--- src/rtl/scatter_pf_pkg.sv ---
package scatter_pf_pkg;

    typedef enum logic [1:0] {
        VAR_W32_L16 = 2'd0,
        VAR_W32_L8  = 2'd1,
        VAR_W64_SP  = 2'd2,
        VAR_W64_DP  = 2'd3
    } variant_e;

    localparam logic [1:0] LEVEL_FIRST = 2'd0;

endpackage

--- src/rtl/spf_lane_pick.sv ---
module spf_lane_pick #(
    parameter int LANES  = 16,
    parameter int LANE_W = $clog2(LANES)
) (
    input  logic [LANES-1:0]  pend_i,
    output logic [LANE_W-1:0] lane_o,
    output logic              any_o
);

    // Lowest set bit wins: scan downward so the last hit is the lowest.
    always_comb begin
        lane_o = '0;
        for (int i = LANES - 1; i >= 0; i--) begin
            if (pend_i[i]) lane_o = LANE_W'(i);
        end
        any_o = |pend_i;
    end

endmodule

--- src/rtl/spf_addr_calc.sv ---
module spf_addr_calc #(
    parameter int ADDR_W = 64,
    parameter int LANES  = 16,
    parameter int DISP_W = 32,
    parameter int IDX_W  = LANES * 32,
    parameter int LANE_W = $clog2(LANES)
) (
    input  logic [IDX_W-1:0]  idx_vec_i,
    input  logic [LANE_W-1:0] lane_i,
    input  logic              wide_i,
    input  logic [ADDR_W-1:0] base_i,
    input  logic              base_vld_i,
    input  logic [1:0]        scale_i,
    input  logic [DISP_W-1:0] disp_i,
    output logic [ADDR_W-1:0] addr_o
);

    localparam int HALF = LANES / 2;

    logic [ADDR_W-1:0] idx32 [LANES];
    logic [ADDR_W-1:0] idx64 [HALF];
    logic [ADDR_W-1:0] sel_idx;
    logic [ADDR_W-1:0] base_term;

    for (genvar j = 0; j < LANES; j++) begin : g_narrow
        assign idx32[j] = ADDR_W'($signed(idx_vec_i[j*32 +: 32]));
    end

    for (genvar j = 0; j < HALF; j++) begin : g_wide
        assign idx64[j] = ADDR_W'($signed(idx_vec_i[j*64 +: 64]));
    end

    always_comb begin
        sel_idx   = wide_i ? idx64[lane_i[LANE_W-2:0]] : idx32[lane_i];
        base_term = base_vld_i ? base_i : '0;
        addr_o    = base_term + (sel_idx << scale_i) + ADDR_W'($signed(disp_i));
    end

endmodule

--- src/rtl/scatter_pf_seq.sv ---
module scatter_pf_seq
    import scatter_pf_pkg::*;
#(
    parameter int ADDR_W = 64,
    parameter int LANES  = 16,
    parameter int DISP_W = 32
) (
    input  logic              clk,
    input  logic              rst_n,
    input  logic              start_i,
    input  logic [1:0]        variant_i,
    input  logic [ADDR_W-1:0] base_i,
    input  logic              base_vld_i,
    input  logic [LANES*32-1:0] index_i,
    input  logic [LANES-1:0]  mask_i,
    input  logic [1:0]        scale_i,
    input  logic [DISP_W-1:0] disp_i,
    input  logic              req_ready_i,
    output logic              req_valid_o,
    output logic [ADDR_W-1:0] req_addr_o,
    output logic [1:0]        req_level_o,
    output logic              req_own_o,
    output logic [LANES-1:0]  mask_o,
    output logic              busy_o,
    output logic              done_o
);

    localparam int IDX_W  = LANES * 32;
    localparam int LANE_W = $clog2(LANES);
    localparam int HALF   = LANES / 2;

    typedef struct packed {
        logic              busy;
        logic              done;
        logic              wide;
        logic [LANES-1:0]  pend;
        logic [LANES-1:0]  mask;
        logic [ADDR_W-1:0] base;
        logic              base_vld;
        logic [1:0]        scale;
        logic [DISP_W-1:0] disp;
        logic [IDX_W-1:0]  idx;
    } seq_state_t;

    seq_state_t st_d, st_q;

    logic [LANES-1:0]  lane_en;
    logic [LANES-1:0]  act_mask;
    logic [LANE_W-1:0] pick_lane;
    logic              pick_any;
    logic [LANES-1:0]  pend_after;
    logic              handshake;

    always_comb begin
        if (variant_i == VAR_W32_L16) lane_en = '1;
        else                          lane_en = {{(LANES-HALF){1'b0}}, {HALF{1'b1}}};
        act_mask = mask_i & lane_en;
    end

    spf_lane_pick #(.LANES(LANES)) u_pick (
        .pend_i (st_q.pend),
        .lane_o (pick_lane),
        .any_o  (pick_any)
    );

    spf_addr_calc #(
        .ADDR_W (ADDR_W),
        .LANES  (LANES),
        .DISP_W (DISP_W)
    ) u_addr (
        .idx_vec_i  (st_q.idx),
        .lane_i     (pick_lane),
        .wide_i     (st_q.wide),
        .base_i     (st_q.base),
        .base_vld_i (st_q.base_vld),
        .scale_i    (st_q.scale),
        .disp_i     (st_q.disp),
        .addr_o     (req_addr_o)
    );

    assign handshake = st_q.busy && pick_any && req_ready_i;

    always_comb begin
        st_d       = st_q;
        st_d.done  = 1'b0;
        pend_after = st_q.pend & ~(LANES'(1) << pick_lane);
        if (!st_q.busy && start_i) begin
            st_d.wide     = variant_i[1];
            st_d.pend     = act_mask;
            st_d.mask     = mask_i;
            st_d.base     = base_i;
            st_d.base_vld = base_vld_i;
            st_d.scale    = scale_i;
            st_d.disp     = disp_i;
            st_d.idx      = index_i;
            st_d.busy     = |act_mask;
            st_d.done     = ~|act_mask;
        end else if (handshake) begin
            st_d.pend = pend_after;
            if (pend_after == '0) begin
                st_d.busy = 1'b0;
                st_d.done = 1'b1;
            end
        end
    end

    always_ff @(posedge clk or negedge rst_n) begin
        if (!rst_n) st_q <= '0;
        else        st_q <= st_d;
    end

    assign req_valid_o = st_q.busy && pick_any;
    assign req_level_o = LEVEL_FIRST;
    assign req_own_o   = 1'b1;
    assign mask_o      = st_q.mask;
    assign busy_o      = st_q.busy;
    assign done_o      = st_q.done;

    assert_hold_R4: assert property (@(posedge clk) disable iff (!rst_n)
        req_valid_o && !req_ready_i |=> req_valid_o && $stable(req_addr_o));

    assert_ascending_R3: assert property (@(posedge clk) disable iff (!rst_n)
        req_valid_o && req_ready_i && ($countones(st_q.pend) > 1)
        |=> req_valid_o && (pick_lane > $past(pick_lane)));

    assert_lane_pending_R3: assert property (@(posedge clk) disable iff (!rst_n)
        req_valid_o |-> st_q.pend[pick_lane]);

    assert_mask_kept_R10: assert property (@(posedge clk) disable iff (!rst_n)
        !(start_i && !busy_o) |=> $stable(mask_o));

    assert_busy_start_R9: assert property (@(posedge clk) disable iff (!rst_n)
        busy_o && start_i |=> $stable(mask_o));

    assert_done_idle_R7: assert property (@(posedge clk) disable iff (!rst_n)
        done_o |-> !busy_o && !req_valid_o);

    assert_empty_op_R8: assert property (@(posedge clk) disable iff (!rst_n)
        start_i && !busy_o && (act_mask == '0) |=> done_o && !busy_o && !req_valid_o);

endmodule

--- config.mk ---
export PLATFORM = sky130hd
export DESIGN_NAME = scatter_pf_seq
export DESIGN_NICKNAME = d
export VERILOG_FILES = /design/src/rtl/scatter_pf_pkg.sv /design/src/rtl/spf_lane_pick.sv /design/src/rtl/spf_addr_calc.sv /design/src/rtl/scatter_pf_seq.sv
export SDC_FILE = /design/constraint.sdc
export NUM_CORES = 2
export LEC_CHECK = 0
export ABC_AREA = 0
export BUFFER_PORTS_ARGS = -buffer_cell sky130_fd_sc_hd__buf_2
export CORE_UTILIZATION = 34
export CTS_CLUSTER_SIZE = 24
export DETAILED_ROUTE_END_ITERATION = 10
export HOLD_SLACK_MARGIN = 0.03
export PLACE_DENSITY_LB_ADDON = 0.15
export SLEW_MARGIN = 20
export SYNTH_ARGS = -nofsm -noshare
export SYNTH_HDL_FRONTEND = slang
export SYNTH_SLANG_ARGS = --single-unit
--- constraint.sdc ---
create_clock -name clk -period 10.6 [get_ports clk]
set_input_delay 1.59 -clock clk [delete_from_list [all_inputs] [get_ports clk]]
set_output_delay 1.59 -clock clk [all_outputs]
set_load 0.02 [all_outputs]
### Word level (Yosys, flattened, before mapping)

Index checks and enable logic that the tools add are counted.

| cells by class | value |
|---|---|
| reductions and logical operators | 12 |
| order comparisons | 2 |
| shifts and indexed selects | 2 |
| divide/modulo/power cells | 0 |
| multiplexer cells | 30 |
| bitwise operators | 5 |
| equality and inequality tests | 0 |
| multipliers | 0 |
| $add $sub $neg | 2 |

Operators by type and width:

| kind | count |
|---|---|
| two-way mux 64 bit | 6 |
| binary-select mux 64 bit (select 4 bit) | 1 |
| binary-select mux 64 bit (select 3 bit) | 1 |
| adder 64 bit | 2 |
| two-way mux 4 bit | 16 |
| left shift 64 x 2 -> 64 bit | 1 |
| two-way mux 16 bit | 3 |
| AND 16 bit | 2 |
| OR reduction 16 bit | 2 |
| logical NOT 16 bit | 1 |
| NOT 16 bit | 1 |
| left shift 1 x 4 -> 16 bit, first input constant | 1 |
| two-way mux 2 bit | 3 |
| greater-or-equal comparator 5 bit, second input constant | 1 |
| NOT 4 -> 5 bit | 1 |
| greater-or-equal comparator 4 bit, second input constant | 1 |
| NOT 3 -> 4 bit | 1 |
| nonzero test 2 bit | 2 |
| logical AND 1 bit | 3 |
| logical NOT 1 bit | 2 |
| logical NOT 2 bit | 1 |
| AND reduction 2 bit | 1 |

| storage, ports and cells | value |
|---|---|
| register bits | 646 |
| bits in writable memories | 0 |
| bits in latches | 0 |
| output and inout bits | 86 |
| ROM bits | 0 |
| word-level logic and storage cells | 63 |
| memories kept | 0 |
| bits of input ports | 633 |

### Depth between registers and ports, before layout

| depth | value |
|---|---|
| depth after elaboration | 24 |
| gate-level depth with buffers | 28 |
| gate-level depth less buffers | 23 |

### Hierarchy

Synthesis repeated with hierarchy kept, for this count alone.

| unflattened totals | value |
|---|---|
| cells, all modules | 4,261 |
| area, all modules | 39,556.7 um^2 |

By module, submodules not included:

| module | cells each | seq. area each (um^2) | times used | area each (um^2) |
|---|---|---|---|---|
| scatter_pf_seq | 2,787 | 16,165.5 | 1 | 24,529.8 |
| spf_addr_calc | 1,440 | 0.0 | 1 | 14,850.5 |
| spf_lane_pick | 34 | 0.0 | 1 | 176.4 |

### Least setup slack after synthesis

Ideal clock, no wire load.

| timing path | value |
|---|---|
| kind | reg2out |
| start | reg st_q[637] (netlist bit) |
| end | out req_addr_o[57] |
| path buffers | 4 |
| path slack | 3.149 ns |
| cell stages (with the launch flop) | 26 |
| required time | 9.010 ns |
| arrival time | 5.861 ns |
| path through | dfrtp_1 > nor2_1 > o31ai_1 > and4_1 > buf_4 > nor2_4 > buf_2 > buf_2 > clkbuf_1 > a21oi_1 > nor4_1 > nor3_1 > a211oi_1 > fa_1 > ha_1 > fa_1 > a211oi_1 > nor3_1 > o2111ai_1 > a21oi_1 > o211a_1 > o31ai_1 > nor3_1 > or3_1 > a21oi_1 > xnor2_1 |

| on the way | value |
|---|---|
| word-level cells in the longest chain between the ends | 19 |
| elaborated cells on any way between the ends | 23 |
| classes of those cells | add/sub (2); shift (1); mux (18); bitwise (2) |

Ends and longest elaborated chain:

| item | line | text |
|---|---|---|
| start: declaration | scatter_pf_seq.sv:45 | `seq_state_t st_d, st_q;` |
| start signal: assignment | scatter_pf_seq.sv:109 | `else st_q <= st_d;` |
| two-way mux 4 bit * (11 in a row) | spf_lane_pick.sv:14 | `if (pend_i[i]) lane_o = LANE_W'(i);` |
| NOT 4 -> 5 bit (implied by the code) / NOT 3 -> 4 bit (equally long branches) | spf_addr_calc.sv:34 | `sel_idx = wide_i ? idx64[lane_i[LANE_W-2:0]] : idx32[lane_i];` |
| binary-select mux 64 bit (select 4 bit) / binary-select mux 64 bit (select 3 bit) (equally long branches) | spf_addr_calc.sv:34 |  |
| two-way mux 64 bit (implied by the code) (2 in a row) | spf_addr_calc.sv:34 |  |
| two-way mux 64 bit * | spf_addr_calc.sv:34 |  |
| left shift 64 x 2 -> 64 bit * | spf_addr_calc.sv:36 | `addr_o = base_term + (sel_idx << scale_i) + ADDR_W'($signed(disp_i));` |
| adder 64 bit * (2 in a row) | spf_addr_calc.sv:36 |  |
| end: declaration | scatter_pf_seq.sv:20 | `output logic [ADDR_W-1:0] req_addr_o,` |

Mark *: on every way between the ends. The rest lies on a longest branch, timed or not. The select of a mux whose other input is x is not followed.

### Worst setup path in the final report

| timing path | value |
|---|---|
| start | reg st_q[630] (netlist bit) |
| end | out req_addr_o[57] |

| on the way | value |
|---|---|
| word-level cells in the longest chain between the ends | 12 |
| elaborated cells on any way between the ends | 16 |
| classes of those cells | add/sub (2); shift (1); mux (11); bitwise (2) |

Ends and longest elaborated chain:

| item | line |
|---|---|
| two-way mux 4 bit * (4 in a row) | spf_lane_pick.sv:14 |
| NOT 4 -> 5 bit (implied by the code) / NOT 3 -> 4 bit (equally long branches) | spf_addr_calc.sv:34 |
| binary-select mux 64 bit (select 4 bit) / binary-select mux 64 bit (select 3 bit) (equally long branches) | spf_addr_calc.sv:34 |
| two-way mux 64 bit (implied by the code) (2 in a row) | spf_addr_calc.sv:34 |
| two-way mux 64 bit * | spf_addr_calc.sv:34 |
| left shift 64 x 2 -> 64 bit * | spf_addr_calc.sv:36 |
| adder 64 bit * (2 in a row) | spf_addr_calc.sv:36 |

Marked as above.

==> qor.csv <==
stage,metric,value,unit
outcome,status,"complete, no violations",
synthesis,synth.area.top_cells,"dfrtp_1 (40%), nand2_1 (24%), fa_1 (3.2%), mux2i_1 (3.1%), a21oi_1 (2.5%)",
timing,skew,0.03404,ns
global_routing,grtUsageTotal,0.3148,
timing,rsz0062_at_grt,false,
synthesis,synth_top_area_share,0.4034,
routing,dr.pass1.iters,8,
die,pin_count,719,
timing,tns,0,ns
setup_path,cp_slowest_cell,o221a_4,
placement,placedCellCount,7193,
clocking,cts_inserted_buffers,80,
synthesis,synthArstFlopShare,1.000,
synthesis,syn_area_per_cell,7.631,sq um
timing,setup_violations,0,
placement,hpwl,149.2,mm
synthesis,synth_edf_count,0,
timing,tightestPinTransition,1.219,ns
synthesis,synthAdderAreaFrac,0.05133,
synthesis,synth_top_family_by_area,simple AND/OR/NAND/NOR gates,
synthesis,yosysSeqAreaShare,0.4034,
routing,drc_errors,0,
die,core-area,0.1165,sq mm
clocking,cts_sinks,646,
placement,placement.io_buffers,715,
die,floorplan.rows,125,
global_routing,overflow,0,
routing,avgRoutedWirePerCell,26.14,um
setup_path,worst_r2r_endpoint,busy_o,
synthesis,synth_mux_area_frac,0.03766,
clocking,htreeDepth,3,
setup_path,worst_setup_path_start_kind,flip-flop,
synthesis,synthSimpleGateAreaFrac,0.3095,
setup_path,arrival,8.66,ns
job,maxCapViolCount,0,
finish,fill_cells,12241,
finish,fin_util,0.4092,
setup_path,crit_type,flip-flop to output pin,
setup_path,rr_startpoint,st_q[628],
finish,drive_above_1_share,0.1699,
setup_path,reg2reg_slack,6.27,ns
min_path,holdCritStartpoint,st_q[563],
setup_path,setup.worst_path.end,req_addr_o[57],
timing,hold_violations,0,
synthesis,synth_top_area_cell,dfrtp_1,
setup_path,startpoint,st_q[630],
synthesis,ys_warn_count,0,
placement,gp_congestion,0.9501,
global_routing,grt_max_degree,208,
min_path,hold_path_class,flip-flop to flip-flop,
finish,nets,6512,
synthesis,synth_ff_type,dfrtp_1,
routing,drtAntennaViolNets,0,
clocking,clock_latency,0.69,ns
clocking,cts.clk_slew.worst_paths,0.06,ns
clocking,cts_hold_buf,0,
timing,fmax,97.54,MHz
timing,relSlewSlack,0.1824,
global_routing,grt_pass1_wl,274.1,mm
routing,via_per_inst,5.489,
synthesis,synth_common_cells,"nand2_1 (2572), dfrtp_1 (646), clkbuf_1 (241)",
synthesis,syn_inst,5251,
setup_path,critPathMaxFanout,57,
timing,period_needed,10.25,ns
finish,seqCellArea,0.01617,sq mm
die,start_util,0.3439,
finish,stdcell_count,7358,
routing,vias,40386,
timing,drv_slew,0,
synthesis,netlist_area,0.04007,sq mm
synthesis,synth_compound_area_frac,0.1393,
synthesis,synth_cell_types,87,
finish,multi_input_area,0.02220,sq mm
global_routing,antenna_found_initial,50,
setup_path,required,9.01,ns
setup_path,reg2reg_depth,12,
synthesis,synth_xor_area_frac,0.01333,
routing,dr.first_iter.drc_count,3920,
die,die-height,345.3,um
timing,min_period_over_period,0.9672,
die,fp.dieW,345.3,um
global_routing,first_global_vias,39386,
die,dieArea,0.1192,sq mm
clocking,cts.path.max_buffers,3,
synthesis,synth_most_common_cell,nand2_1,
setup_path,slowest_delay,0.91,ns
finish,syn2layout_area_growth,19.00,%
clocking,cts_tree,built,
setup_path,setup.worst_path.end_class,output pin,
synthesis,synth_seq_cells,646,
clocking,root_buffer,clkbuf_16,
routing,wirelength,192.3,mm
-- through the flow --
stage	area, sq um	hold WS, ns	setup slack, ns
6_report	47680	0.4679	0.3481
2_1_floorplan	40070	0.4374	3.149
3_5_place_dp	44810	0.4557	0.9625
5_1_grt	47660	0.4881	0.002409
3_3_place_gp	44800	0.4522	0.9449
4_1_cts	47580	0.4717	0.2598
-- flip-flops by register name, summed over array words and instances, names as in the netlist --
name / count
st_q: 628
done_o: 1
mask_o: 16
busy_o: 1
-- cell families (layout without fill, tap and decap cells) --
kind of cell             Yosys count  after routing
AND/OR/NAND/NOR                 3077           3077
buffers and inverters            413            969
multiplexers                     142            142
XOR/XNOR                          61             61
flip-flops                       646            646
adder cells (fa/ha/maj)          126            126
other                              2             29
AO/OA/AOI/OAI                    784            784
-- repair_timing --
item	4_1_cts	5_1_grt
resized for setup	0	3
setup buffers	0	2
setup endpoints to repair	0	7
-- cell type report --
class	count	area share
well taps	1524	0.03999
inverters	24	0.001889
clock inverters	29	0.009971
multi-input cells	4193	0.4655
repair buffers	808	0.09384
flip-flops and latches	646	0.3392
diodes	26	0.001365
clock buffers	108	0.04828
-- placed cells by master (no fill, tap or decap), drive strengths merged, types with 94 or more instances in the layout --
| cell | instances |
|---|---|
| buf | 808 |
| o21ai | 98 |
| clkbuf | 108 |
| and3 | 94 |
| nand2 | 2572 |
| a21oi | 202 |
| nor2 | 104 |
| nand3 | 114 |
| dfrtp | 646 |
| mux2i | 126 |
-- worst min-delay path by stage --
stage,end,cells past startpoint
final,st_q[563],2
after global routing,st_q[608],2
after CTS,st_q[606],2
after detailed placement,st_q[550],2
after global placement,st_q[602],2
after floorplan,st_q[14],2
-- routing by layer --
layer,GRT usage,up-vias,wire length (um)
li1,-,18566,-
met1,0.3743,19691,73520
met2,0.5280,1649,92530
met3,0.06304,448,13500
met4,0.1835,32,12590
met5,0,-,186
-- worst max-delay path, delay by kind of cell, from the launching register on --
family	cells	cell delay (ns)
flops	1	0.49
xor+xnor	1	0.15
fa+ha+maj	2	0.85
simple gates	6	0.98
buf+inv	5	1.06
compound gates	10	4.01
mux	1	0.39
Power is left out: the tool's default activity adds up to more than one toggle a clock period on the data nets, which glitch-free logic cannot reach.
